===== config.mk =====
export PLATFORM = sky130hd
export DESIGN_NAME = tsirq_aggregator
export DESIGN_NICKNAME = d
export VERILOG_FILES = /design/src/rtl/tsirq_pkg.sv /design/src/rtl/tsirq_src_cell.sv /design/src/rtl/tsirq_reduce.sv /design/src/rtl/tsirq_sys_gate.sv /design/src/rtl/tsirq_aggregator.sv
export SDC_FILE = /design/constraint.sdc
export NUM_CORES = 1
export LEC_CHECK = 0
export CAP_MARGIN = 0
export CORE_UTILIZATION = 32
export DETAILED_ROUTE_END_ITERATION = 8
export PLACE_DENSITY = 0.79
export SETUP_SLACK_MARGIN = 0.15
export SLEW_MARGIN = 15
export SYNTH_ARGS = -nofsm -noshare
export SYNTH_HDL_FRONTEND = slang
export SYNTH_SLANG_ARGS = --single-unit

===== constraint.sdc =====
create_clock -name clk_i -period 3.3 [get_ports clk_i]
set_input_delay 0.825 -clock clk_i [delete_from_list [all_inputs] [get_ports clk_i]]
set_output_delay 0.825 -clock clk_i [all_outputs]
set_load 0.02 [all_outputs]

===== src/rtl/tsirq_pkg.sv =====
package tsirq_pkg;

   // Source index of each capture event within the status and enable fields
   typedef enum int unsigned {
      SRC_TIMER    = 0,
      SRC_GPIO_A   = 1,
      SRC_GPIO_B   = 2,
      SRC_P0_TX    = 3,
      SRC_P0_RX    = 4,
      SRC_P1_TX    = 5,
      SRC_P1_RX    = 6,
      SRC_P2_TX    = 7,
      SRC_P2_RX    = 8
   } tsirq_src_e;

   localparam int unsigned TSIRQ_NUM_SRC = 9;

   // Mask with bits [lsb +: width] set, used for readback field placement
   function automatic logic [31:0] field_mask(input int unsigned lsb, input int unsigned width);
      logic [31:0] m;
      m = '0;
      for (int unsigned i = 0; i < width; i++) m[lsb + i] = 1'b1;
      return m;
   endfunction

endpackage


===== src/rtl/tsirq_src_cell.sv =====
module tsirq_src_cell (
   input  logic clk_i,
   input  logic rst_ni,
   input  logic evt_i,
   input  logic clr_i,
   input  logic ena_we_i,
   input  logic ena_d_i,
   output logic sts_o,
   output logic ena_o
);

   logic sts_q;
   logic ena_q;

   // An event takes priority over a clear arriving in the same cycle
   always_ff @(posedge clk_i or negedge rst_ni) begin
      if (!rst_ni) begin
         sts_q <= 1'b0;
      end else if (evt_i) begin
         sts_q <= 1'b1;
      end else if (clr_i) begin
         sts_q <= 1'b0;
      end
   end

   always_ff @(posedge clk_i or negedge rst_ni) begin
      if (!rst_ni) begin
         ena_q <= 1'b0;
      end else if (ena_we_i) begin
         ena_q <= ena_d_i;
      end
   end

   assign sts_o = sts_q;
   assign ena_o = ena_q;

endmodule


===== src/rtl/tsirq_reduce.sv =====
module tsirq_reduce #(
   parameter int unsigned WIDTH = 9
) (
   input  logic [WIDTH-1:0] sts_i,
   input  logic [WIDTH-1:0] ena_i,
   output logic             any_o
);

   logic [WIDTH-1:0] masked;
   assign masked = sts_i & ena_i;

   if (WIDTH == 1) begin : g_single
      assign any_o = masked[0];
   end else begin : g_multi
      assign any_o = |masked;
   end

endmodule


===== src/rtl/tsirq_sys_gate.sv =====
module tsirq_sys_gate #(
   parameter bit OUT_REG = 1'b0
) (
   input  logic clk_i,
   input  logic rst_ni,
   input  logic ena_we_i,
   input  logic ena_d_i,
   input  logic summary_i,
   output logic sys_ena_o,
   output logic irq_o
);

   logic sys_ena_q;

   always_ff @(posedge clk_i or negedge rst_ni) begin
      if (!rst_ni) begin
         sys_ena_q <= 1'b0;
      end else if (ena_we_i) begin
         sys_ena_q <= ena_d_i;
      end
   end

   assign sys_ena_o = sys_ena_q;

   if (OUT_REG) begin : g_flop_out
      logic irq_q;
      always_ff @(posedge clk_i or negedge rst_ni) begin
         if (!rst_ni) begin
            irq_q <= 1'b0;
         end else begin
            irq_q <= summary_i & sys_ena_q;
         end
      end
      assign irq_o = irq_q;
   end else begin : g_comb_out
      assign irq_o = summary_i & sys_ena_q;
   end

endmodule


===== src/rtl/tsirq_aggregator.sv =====
module tsirq_aggregator
   import tsirq_pkg::*;
#(
   parameter int unsigned          ADDR_W       = 12,
   parameter int unsigned          DATA_W       = 32,
   parameter int unsigned          NUM_SRC      = TSIRQ_NUM_SRC,
   parameter int unsigned          STS_LSB      = 0,
   parameter int unsigned          ENA_LSB      = 16,
   parameter int unsigned          SUMMARY_BIT  = 29,
   parameter logic [ADDR_W-1:0]    L1_ADDR      = 12'h198,
   parameter logic [ADDR_W-1:0]    SYS_STS_ADDR = 12'h058,
   parameter logic [ADDR_W-1:0]    SYS_ENA_ADDR = 12'h05C,
   parameter bit                   OUT_REG      = 1'b0
) (
   input  logic              clk_i,
   input  logic              rst_ni,
   input  logic [ADDR_W-1:0] reg_addr_i,
   input  logic              reg_wr_i,
   input  logic [DATA_W-1:0] reg_wdata_i,
   output logic [DATA_W-1:0] reg_rdata_o,
   input  logic [NUM_SRC-1:0] evt_i,
   output logic              irq_o
);

   localparam int unsigned STS_TOP = STS_LSB + NUM_SRC;
   localparam int unsigned ENA_TOP = ENA_LSB + NUM_SRC;

   // Elaboration-time parameter checks
   if (NUM_SRC == 0) begin : g_chk_src
      $error("tsirq_aggregator: NUM_SRC must be nonzero");
   end
   if (STS_TOP > ENA_LSB) begin : g_chk_overlap
      $error("tsirq_aggregator: status field overlaps enable field");
   end
   if (ENA_TOP > DATA_W) begin : g_chk_ena
      $error("tsirq_aggregator: enable field exceeds data width");
   end
   if (SUMMARY_BIT >= DATA_W) begin : g_chk_sum
      $error("tsirq_aggregator: summary bit outside data width");
   end
   if (L1_ADDR == SYS_STS_ADDR || L1_ADDR == SYS_ENA_ADDR || SYS_STS_ADDR == SYS_ENA_ADDR) begin : g_chk_addr
      $error("tsirq_aggregator: register addresses must differ");
   end

   logic l1_we;
   logic sys_ena_we;
   logic [NUM_SRC-1:0] sts_q;
   logic [NUM_SRC-1:0] ena_q;
   logic summary;
   logic sys_ena_q;
   logic wdata_unused;

   assign l1_we      = reg_wr_i && (reg_addr_i == L1_ADDR);
   assign sys_ena_we = reg_wr_i && (reg_addr_i == SYS_ENA_ADDR);
   assign wdata_unused = ^reg_wdata_i;

   for (genvar i = 0; i < NUM_SRC; i++) begin : g_src
      tsirq_src_cell u_cell (
         .clk_i    (clk_i),
         .rst_ni   (rst_ni),
         .evt_i    (evt_i[i]),
         .clr_i    (l1_we & reg_wdata_i[STS_LSB + i]),
         .ena_we_i (l1_we),
         .ena_d_i  (reg_wdata_i[ENA_LSB + i]),
         .sts_o    (sts_q[i]),
         .ena_o    (ena_q[i])
      );
   end

   tsirq_reduce #(
      .WIDTH (NUM_SRC)
   ) u_reduce (
      .sts_i (sts_q),
      .ena_i (ena_q),
      .any_o (summary)
   );

   tsirq_sys_gate #(
      .OUT_REG (OUT_REG)
   ) u_sys (
      .clk_i     (clk_i),
      .rst_ni    (rst_ni),
      .ena_we_i  (sys_ena_we),
      .ena_d_i   (reg_wdata_i[SUMMARY_BIT]),
      .summary_i (summary),
      .sys_ena_o (sys_ena_q),
      .irq_o     (irq_o)
   );

   // Combinational read decode
   always_comb begin
      reg_rdata_o = '0;
      unique case (reg_addr_i)
         L1_ADDR: begin
            reg_rdata_o[STS_LSB +: NUM_SRC] = sts_q;
            reg_rdata_o[ENA_LSB +: NUM_SRC] = ena_q;
         end
         SYS_STS_ADDR: reg_rdata_o[SUMMARY_BIT] = summary;
         SYS_ENA_ADDR: reg_rdata_o[SUMMARY_BIT] = sys_ena_q;
         default: reg_rdata_o = '0;
      endcase
   end

endmodule


==> results.sh, run 1 <==
export IMPL_drc=0
export IMPL_die_w_microns=60.7
export IMPL_timing_rr_start="g_src[5].u_cell.ena_o"
export IMPL_grt_pass1_vias=1023
export IMPL_viasPerCell=4.64
export IMPL_swShare_pct=23.3
export IMPL_yosysTopAreaCell="dfrtp_1"
export IMPL_worst_pin_slew_ns=0.851
export IMPL_busiest_layer="met2"
export IMPL_cts_sinks=19
export IMPL_reg2reg_depth=1
export IMPL_drive_gt1_share_pct=30.6
export IMPL_p_switching_mw=0.0998
export IMPL_num_antenna_cells=0
export IMPL_critPathMaxStageDelay_ns=0.54
export IMPL_ys_ff_latch=19
export IMPL_grt_pass1_wl_microns=4540
export IMPL_worstPathRequired_ns=2.47
export IMPL_timing_fmax_mhz=324
export IMPL_grt_util_met3_pct=3.20
export IMPL_endpoint_kind="output pin"
export IMPL_worstHoldEndpoint="g_src[8].u_cell.ena_o"
export IMPL_fin_skew_ns=0
export IMPL_met2_usage_pct=32.5
export IMPL_vdd_drop_max_mv=0.138
export IMPL_cts_buffers=3
export IMPL_p_comb_share_pct=19.3
export IMPL_dp_hpwl_microns=2330
export IMPL_power_leakage_nw=0.885
export IMPL_final_antenna_net_count=0
export IMPL_overflow=0
export IMPL_area_growth_pct=69.7
export IMPL_hold_path_class="reg2reg"
export IMPL_wl_microns=2990
export IMPL_r2r_slack_ns=2.48
export IMPL_p_int_mw=0.329
export IMPL_gp_congestion=0.683
export IMPL_holdBufCountCts=0
export IMPL_period_share_pct=93.5
export IMPL_min_delay_start="g_src[8].u_cell.ena_o"
export IMPL_drt_iter0_markers=13
export IMPL_clk_latency_ns=0.28
export IMPL_cp_max_fo=5
export IMPL_nNetsFinal=237
export IMPL_setup_violations=0
export IMPL_grtUsageMet1_pct=19.6
export IMPL_synth_flop_cell="dfrtp_1"
export IMPL_criticalPathCategory="in2out"
export IMPL_finalHoldWorstSlack_ns=0.519
export IMPL_slowest_stage="or4b_4"
export IMPL_fillers=290
export IMPL_finalWorstPathRequiredPeriod_ns=3.09
export IMPL_power_frac_clock_pct=26.2
export IMPL_num_rows=20
export IMPL_syn_avg_cell_area_sq_um=10.2
export IMPL_status="complete, no violations"
export IMPL_fin_area_sq_mm=0.00187
export IMPL_io_buffer_count=62
export IMPL_wl_per_cell_microns=13.4
export IMPL_syn_area_sq_mm=0.00110
export IMPL_dieArea_sq_mm=0.00368
export IMPL_synth_cells=108
export IMPL_synth_cell_types=24
export IMPL_grt_max_degree=20
export IMPL_rsz0062_at_grt="false"
export IMPL_io_pins=89
export IMPL_arrival_ns=2.26
export IMPL_htree_num_levels=1
export IMPL_clk_pin_slew_worst_paths_ns=0.10
export IMPL_ys_warn_count=0
export IMPL_cts_setup_buffers=0
export IMPL_r2r_end="g_src[5].u_cell.ena_o"
export IMPL_maxCapViolations=0
export IMPL_die_height_microns=60.7
export IMPL_synthTopCellsByCount="and2_1, dfrtp_1, buf_4, inv_1, nor2_1"
export IMPL_powerDensity_mw_per_mm2=229
export IMPL_path_cells="dlygate4sd2_1 -> or4b_4 -> nor3_4 -> buf_6 -> and2_4 -> buf_6"
export IMPL_synth_top_cell_area_share_pct=43.1
export IMPL_cts_buffer_depth=2
export IMPL_worst_setup_path_start_kind="input port"
export IMPL_power_mw=0.429
export IMPL_grt_use_total_pct=16.9
export IMPL_cts_root_buf="clkbuf_4"
export IMPL_yosysSeqAreaShare_pct=43.1
export IMPL_synth_edf_count=0
export IMPL_place_area_sq_mm=0.00177
export IMPL_synthTopCellsByArea="dfrtp_1, and2_1, buf_4"
export IMPL_drt_pass1_iterations=4
export IMPL_initial_core_util_pct=35.0
export IMPL_drv_slew=0
export IMPL_cpMostUsedCell="buf_6"
export IMPL_cts_tree="done"
export IMPL_relSlewSlack_pct=43.1
export IMPL_core_sq_mm=0.00315
export IMPL_seqPwrFrac_pct=54.5
export IMPL_min_path_cells=1
export IMPL_finalHoldViolCount=0
export IMPL_fin_util_pct=59.3
export IMPL_ys_async_sr_fraction_pct=100
export IMPL_grt_antenna_before_repair=0
export IMPL_vias=1040
-- per-layer routing --
| layer | part of all wire [%] | wire [microns] |
|---|---|---|
| met1 | 37 | 1120 |
| met4 | 0 | 0 |
| met5 | 0 | 0 |
| met3 | 10 | 310 |
| met2 | 52 | 1560 |
-- state kept, by name, summed over array words and instances (netlist names) --
name and cells:
g_src.u_cell.ena_o 9, g_src.u_cell.sts_o 9, u_sys.sys_ena_o 1
-- layout by cell type, fill, tap and decap left out, drive strengths merged, types with 9 or more instances in the layout --
cell	n
a31oi	9
and2	19
buf	28
clkdlybuf4s50	34
conb	13
dfrtp	19
inv	10
mux2	10
nor2	10
-- power by group through the flow --
stage	sequential (mW)	clock, mW	combinational [mW]
2_1_floorplan	0.238	0	0.0330
3_3_place_gp	0.238	0	0.0806
4_1_cts	0.234	0.118	0.0828
5_1_grt	0.234	0.129	0.0891
3_5_place_dp	0.238	0	0.0832
6_report	0.234	0.113	0.0828
-- logic make-up (layout without fill, tap and decap cells) --
family,after synthesis,after routing,share of synthesized area [%]
multiplexers,10,10,10.2
AND/OR/NAND/NOR,39,39,23.6
other,1,13,0.340
flip-flops,19,19,43.1
buffers and inverters,25,85,13.6
AO/OA/AOI/OAI,14,14,9.08
-- worst max path at each step --
stage / startpoint / to / depth (start not counted)
detailed placement: reg_addr_i[5] / reg_rdata_o[22] / 6
finish: reg_addr_i[1] / reg_rdata_o[0] / 6
global route: reg_addr_i[2] / reg_rdata_o[24] / 6
global placement: reg_addr_i[5] / reg_rdata_o[17] / 6
floorplan: reg_addr_i[9] / reg_rdata_o[0] / 4
CTS: reg_addr_i[0] / reg_rdata_o[22] / 6
-- area by class of cell --
cell class,instances,area [sq um],area share (%)
well taps,44,55.1,2.94
multi-input cells,76,581,31.0
inverters,10,37.5,2.01
repair buffers,71,696,37.2
flip-flops and latches,19,475,25.4
clock buffers,4,26.3,1.40
-- through the flow --
stage / worst slack [ns] / cells / setup TNS, ns
final: 0.214 / 224 / 0
after global routing: 0.153 / 224 / 0
after CTS: 0.157 / 224 / 0
after detailed placement: -0.449 / 219 / -7.90
after global placement: -0.418 / 219 / -7.50
after floorplan: 0.278 / 120 / 0
-- what timing repair did --
action                                  CTS  global route
endpoints found under the setup margin   19            18
pin swaps                                 3             4
gates resized for setup                 123            19
cloned                                    1             0
-- critical path, delay by kind of cell --
family / cells / cell delay [ns]
AND/OR/NAND/NOR: 3 / 0.91
buffers and inverters: 3 / 0.51
Power figures use the tool's default switching activity.
==> inputs of run 2 (changes only) <==
--- a/config.mk
+++ b/config.mk
@@ -6,9 +6,9 @@
 export NUM_CORES = 1
 export LEC_CHECK = 0
 export CAP_MARGIN = 0
-export CORE_UTILIZATION = 32
+export CORE_UTILIZATION = 29
 export DETAILED_ROUTE_END_ITERATION = 8
-export PLACE_DENSITY = 0.79
+export PLACE_DENSITY = 0.75
 export SETUP_SLACK_MARGIN = 0.15
 export SLEW_MARGIN = 15
 export SYNTH_ARGS = -nofsm -noshare
==> constraint.sdc (replaced) <==
create_clock -name clk_i -period 2.8 [get_ports clk_i]
set_input_delay 0.7 -clock clk_i [delete_from_list [all_inputs] [get_ports clk_i]]
set_output_delay 0.7 -clock clk_i [all_outputs]
set_load 0.02 [all_outputs]
==> run 2 against run 1 <==
Net effect:
- combinational power grew 13%
- via count up 1.3%
- the flow now finishes with violations (setup timing)
- first-iteration DRC count grew 7.7%
- wire length increased by 6.9%
- sequential power increased by 18%
- power is 30% higher
- flip-flop and latch count unchanged
- core utilization fell by 2.9 points
- count of clock-buffer cells in the layout unchanged
- cell count rose by 4.5%
- clock power rose by 67%
- largest cell class unchanged
==> results.sh, run 2 (synthesis results as in run 1) <==
export IMPL_status="finished, violations left"
export IMPL_failed_checks="setup timing"
export IMPL_gp_congestion=0.729
export IMPL_fin_area_sq_mm=0.00206
export IMPL_drt_pass1_iterations=4
export IMPL_criticalPathCategory="in2out"
export IMPL_place_area_sq_mm=0.00180
export IMPL_finalWorstPathRequiredPeriod_ns=2.90
export IMPL_power_mw=0.558
export IMPL_clk_latency_ns=0.25
export IMPL_fin_util_pct=56.4
export IMPL_viasPerCell=4.50
export IMPL_final_cell_mix="clkdlybuf4s50_1, buf_6, dfrtp_1"
export IMPL_timing_rr_start="g_src[4].u_cell.ena_o"
export IMPL_cp_max_fo=4
export IMPL_swShare_pct=22.9
export IMPL_die_w_microns=63.7
export IMPL_p_int_mw=0.430
export IMPL_nNetsFinal=243
export IMPL_die_height_microns=63.7
export IMPL_worstPathRequired_ns=2.10
export IMPL_r2r_slack_ns=2.00
export IMPL_overflow=0
export IMPL_num_rows=22
export IMPL_grt_antenna_before_repair=0
export IMPL_grt_use_total_pct=16.9
export IMPL_cts_buffers=3
export IMPL_maxCapViolations=0
export IMPL_htree_num_levels=1
export IMPL_worst_slack_ns=-0.103
export IMPL_num_antenna_cells=0
export IMPL_p_switching_mw=0.128
export IMPL_core_sq_mm=0.00366
export IMPL_r2r_end="g_src[4].u_cell.ena_o"
export IMPL_finalHoldViolCount=0
export IMPL_seqPwrFrac_pct=49.4
export IMPL_cts_buffer_depth=2
export IMPL_dp_slack_ns=-0.702
export IMPL_cts_sinks=19
export IMPL_initial_core_util_pct=30.1
export IMPL_grt_max_degree=20
export IMPL_io_pins=89
export IMPL_endpoint_kind="output pin"
export IMPL_grt_pass1_wl_microns=5270
export IMPL_dp_hpwl_microns=2190
export IMPL_clk_pin_slew_worst_paths_ns=0.07
export IMPL_drc=0
export IMPL_grt_pass1_vias=1144
export IMPL_dieArea_sq_mm=0.00405
export IMPL_holdBufCountCts=0
export IMPL_slowest_stage="or4b_4"
export IMPL_cpMostUsedCell="buf_6"
export IMPL_io_buffer_count=62
export IMPL_cts_root_buf="clkbuf_8"
export IMPL_power_leakage_nw=0.964
export IMPL_vdd_drop_max_mv=0.167
export IMPL_min_path_cells=1
export IMPL_drive_gt1_share_pct=39.2
export IMPL_drv_slew=0
export IMPL_period_share_pct=104
export IMPL_vias=1053
export IMPL_wl_microns=3200
export IMPL_relSlewSlack_pct=42.9
export IMPL_path_cells="buf_6 -> or4b_4 -> nor3_4 -> buf_6 -> buf_6 -> buf_12 -> buf_16 -> and2_4 -> buf_6"
export IMPL_wl_per_cell_microns=13.7
export IMPL_min_delay_start="g_src[5].u_cell.ena_o"
export IMPL_reg2reg_depth=1
export IMPL_setup_violations=18
export IMPL_worstHoldEndpoint="g_src[5].u_cell.ena_o"
export IMPL_area_growth_pct=87.3
export IMPL_worst_pin_slew_ns=0.854
export IMPL_final_common_cell="clkdlybuf4s50_1"
export IMPL_fin_skew_ns=0
export IMPL_place_inst=220
export IMPL_instances_no_fill=234
export IMPL_worst_setup_path_start_kind="input port"
export IMPL_critPathMaxStageDelay_ns=0.55
export IMPL_power_frac_clock_pct=33.8
export IMPL_hold_path_class="reg2reg"
export IMPL_p_comb_share_pct=16.8
export IMPL_arrival_ns=2.20
export IMPL_timing_fmax_mhz=345
export IMPL_powerDensity_mw_per_mm2=270
export IMPL_cts_tree="done"
export IMPL_rsz0062_at_grt="true"
export IMPL_drt_iter0_markers=14
export IMPL_final_antenna_net_count=0
==> run 2: through the flow <==
step,TNS (ns),hold slack [ns]
6_report,-1.02,0.523
5_1_grt,-1.87,0.556
2_1_floorplan,0,0.404
4_1_cts,-0.838,0.524
3_3_place_gp,-12.62,0.496
3_5_place_dp,-12.96,0.498
==> run 2: final cells by class <==
cell class                      instances  area [sq um]
Clock buffer                            4          45.0
Fill cell                             330          1600
Inverter                               10          37.5
Multi-Input combinational cell         76           593
Sequential cell                        19           475
Tap cell                               48          60.1
Timing Repair Buffer                   77           853
==> run 2: repair_timing <==
| action | CTS | global route |
|---|---|---|
| endpoints found under the setup margin | 20 | 19 |
| pin swaps | 16 | 2 |
| hold endpoints to repair | 0 | 0 |
| setup buffers | 6 | 1 |
| gates cloned | 3 | 0 |
| gates resized for setup | 167 | 4 |
==> run 2: worst max-delay path: cells and delay by family <==
kind | cells | cell delay, ns
buf+inv | 6 | 0.63
simple gates | 3 | 0.87
==> run 2: worst max-delay path by stage <==
stage,start,to,slack [ns],depth (start not counted)
floorplan,reg_addr_i[5],reg_rdata_o[0],0.18,4
global placement,reg_addr_i[5],reg_rdata_o[17],-0.68,6
detailed placement,reg_addr_i[5],reg_rdata_o[23],-0.70,6
CTS,reg_addr_i[1],reg_rdata_o[0],-0.09,9
global route,reg_addr_i[11],reg_rdata_o[23],-0.15,9
finish,reg_addr_i[11],reg_rdata_o[23],-0.10,9
==> run 2: metal layers <==
| layer | global-route usage [%] | vias to the layer above | wire [microns] |
|---|---|---|---|
| met2 | 31.1 | 47 | 1640 |
| met5 | 0 | - | 0 |
| met4 | 4.26 | 0 | 14 |
| met1 | 20.0 | 500 | 1350 |
| met3 | 2.90 | 2 | 191 |
| li1 | - | 504 | - |
==> run 2: power groups by stage <==
| stage | clock network [mW] | registers, mW | logic (mW) |
|---|---|---|---|
| 6_report | 0.189 | 0.275 | 0.0939 |
| 4_1_cts | 0.192 | 0.275 | 0.0934 |
| 3_3_place_gp | 0 | 0.281 | 0.0938 |
| 2_1_floorplan | 0 | 0.281 | 0.0396 |
| 5_1_grt | 0.207 | 0.275 | 0.102 |
| 3_5_place_dp | 0 | 0.281 | 0.0971 |
==> inputs of run 3 (changes only) <==
--- a/config.mk
+++ b/config.mk
@@ -6,9 +6,11 @@
 export NUM_CORES = 1
 export LEC_CHECK = 0
 export CAP_MARGIN = 0
-export CORE_UTILIZATION = 29
+export CELL_PAD_IN_SITES_DETAIL_PLACEMENT = 1
+export CELL_PAD_IN_SITES_GLOBAL_PLACEMENT = 2
+export CORE_UTILIZATION = 15
 export DETAILED_ROUTE_END_ITERATION = 8
-export PLACE_DENSITY = 0.75
+export PLACE_DENSITY_LB_ADDON = 0.1
 export SETUP_SLACK_MARGIN = 0.15
 export SLEW_MARGIN = 15
 export SYNTH_ARGS = -nofsm -noshare
==> run 3 against run 2 <==
Net effect:
- the run still ends with setup timing left
- setup slack better by 0.044 ns
- core utilization is 26 points lower
- power is 2.2% higher
- sequential power hardly changed
- non-clock buffer count is 2 higher
- count of clock-buffer cells in the layout stayed put
- worst hold slack better by 0.0082 ns
- flip-flop and latch count stayed put
- combinational power is 5.0% higher
==> results.sh, run 3 (synthesis results as in run 1) <==
export IMPL_status="finished, violations left"
export IMPL_failed_checks="setup timing"
export IMPL_finalHoldWorstSlack_ns=0.531
export IMPL_cts_buffers=3
export IMPL_die_w_microns=87.7
export IMPL_drt_pass1_iterations=4
export IMPL_nNetsFinal=245
export IMPL_instances_no_fill=284
export IMPL_io_buffer_count=62
export IMPL_cp_max_fo=5
export IMPL_power_mw=0.570
export IMPL_rsz0062_at_grt="true"
export IMPL_drc=0
export IMPL_vdd_drop_max_mv=0.115
export IMPL_clk_latency_ns=0.26
export IMPL_setup_violations=18
export IMPL_maxCapViolations=0
export IMPL_fin_skew_ns=0
export IMPL_powerDensity_mw_per_mm2=269
export IMPL_clk_pin_slew_worst_paths_ns=0.07
export IMPL_seqPwrFrac_pct=48.3
export IMPL_vias=1058
export IMPL_p_comb_share_pct=17.3
export IMPL_grt_pass1_wl_microns=5750
export IMPL_drt_iter0_markers=24
export IMPL_worst_setup_path_start_kind="input port"
export IMPL_power_frac_clock_pct=34.4
export IMPL_final_antenna_net_count=0
export IMPL_swShare_pct=24.0
export IMPL_fillers=788
export IMPL_worst_slack_ns=-0.0584
export IMPL_num_antenna_cells=0
export IMPL_cts_tree="done"
export IMPL_endpoint_kind="output pin"
export IMPL_drv_slew=0
export IMPL_final_cell_mix="clkdlybuf4s50_1, buf_6, dfrtp_1"
export IMPL_wl_per_cell_microns=12.9
export IMPL_drive_gt1_share_pct=41.0
export IMPL_finalWorstPathRequiredPeriod_ns=2.86
export IMPL_cts_sinks=19
export IMPL_wl_microns=3680
export IMPL_viasPerCell=3.73
export IMPL_grt_pass1_vias=1163
export IMPL_cts_buffer_depth=2
export IMPL_num_rows=30
export IMPL_grt_antenna_before_repair=0
export IMPL_core_sq_mm=0.00694
export IMPL_final_common_cell="clkdlybuf4s50_1"
export IMPL_p_int_mw=0.433
export IMPL_timing_fmax_mhz=350
export IMPL_dp_hpwl_microns=2650
export IMPL_io_pins=89
export IMPL_grt_use_total_pct=10.1
export IMPL_hold_path_class="reg2reg"
export IMPL_initial_core_util_pct=15.9
export IMPL_worstPathRequired_ns=2.10
export IMPL_htree_num_levels=1
export IMPL_grt_max_degree=20
export IMPL_area_growth_pct=92.2
export IMPL_dieArea_sq_mm=0.00770
export IMPL_finalHoldViolCount=0
export IMPL_overflow=0
export IMPL_period_share_pct=102
export IMPL_arrival_ns=2.16
export IMPL_gp_congestion=0.663
export IMPL_place_inst=272
export IMPL_criticalPathCategory="in2out"
export IMPL_p_switching_mw=0.137
export IMPL_r2r_slack_ns=1.98
export IMPL_power_leakage_nw=0.965
export IMPL_die_height_microns=87.7
export IMPL_cts_root_buf="clkbuf_8"
run 3: cell types whose count changed in the layout (fill, tap and decap cells not counted):
cell,change
buf_4,+4
clkbuf_2,+1
nor2_4,+1
buf_12,-2
dlygate4sd2_1,-1
nor2_1,-1
run 3: layer usage:
metal | vias to the layer above | wire, microns | GRT usage (%)
met3 | 2 | 269 | 2.73
met1 | 499 | 1650 | 12.9
met5 | - | 0 | 0
met2 | 48 | 1750 | 16.8
met4 | 0 | 16 | 2.98
li1 | 509 | - | -
run 3: metrics by stage:
step	setup TNS [ns]	util, %	cell area [sq um]	worst slack [ns]
global route	-1.66	30.5	2120	-0.101
finish	-0.883	30.5	2120	-0.0584
detailed placement	-13.13	27.2	1890	-0.719
CTS	-0.608	30.4	2110	-0.0490
global placement	-13.21	27.2	1890	-0.713
floorplan	0	-	1170	0.184
run 3: cell type report:
class	instances	area (sq um)	area share, %
clock buffer	4	45.0	2.13
inverter	10	37.5	1.77
multi-input combinational	76	601	28.4
sequential	19	475	22.4
tap	96	120	5.67
timing repair buffer	79	840	39.6
run 3: repair_timing:
item,in CTS,in global routing
pin swaps,11,6
endpoints found under the hold margin,0,0
endpoints found under the setup margin,20,20
hold buffers,0,0
gates resized for setup,169,5
gates cloned,3,0
setup buffers,4,1
run 3: power by group through the flow:
| stage | Combinational, mW | Clock, mW | Sequential (mW) |
|---|---|---|---|
| 3_3_place_gp | 0.0997 | 0 | 0.281 |
| 4_1_cts | 0.0989 | 0.205 | 0.275 |
| 2_1_floorplan | 0.0396 | 0 | 0.281 |
| 3_5_place_dp | 0.102 | 0 | 0.281 |
| 6_report | 0.0986 | 0.196 | 0.275 |
| 5_1_grt | 0.108 | 0.218 | 0.275 |
run 3: worst max-delay path, stage by stage:
cell and delay, ns:
buf_6 0.09, or4b_4 0.56, nor3_4 0.19, buf_4 0.13, buf_6 0.12, buf_16 0.12, and2_4 0.14, buf_6 0.11
run 3: path summary, 6_finish.rpt:
kind,startpoint,end,depth (start not counted)
worst max-delay path,reg_addr_i[10],reg_rdata_o[24],8
max in group asynchronous,rst_ni,g_src[8].u_cell.sts_o,2
worst min register to register,g_src[4].u_cell.ena_o,g_src[4].u_cell.ena_o,1
worst max register to register,g_src[1].u_cell.ena_o,g_src[1].u_cell.ena_o,1
min in group asynchronous,rst_ni,g_src[3].u_cell.ena_o,2
worst min-delay path,g_src[4].u_cell.ena_o,g_src[4].u_cell.ena_o,1
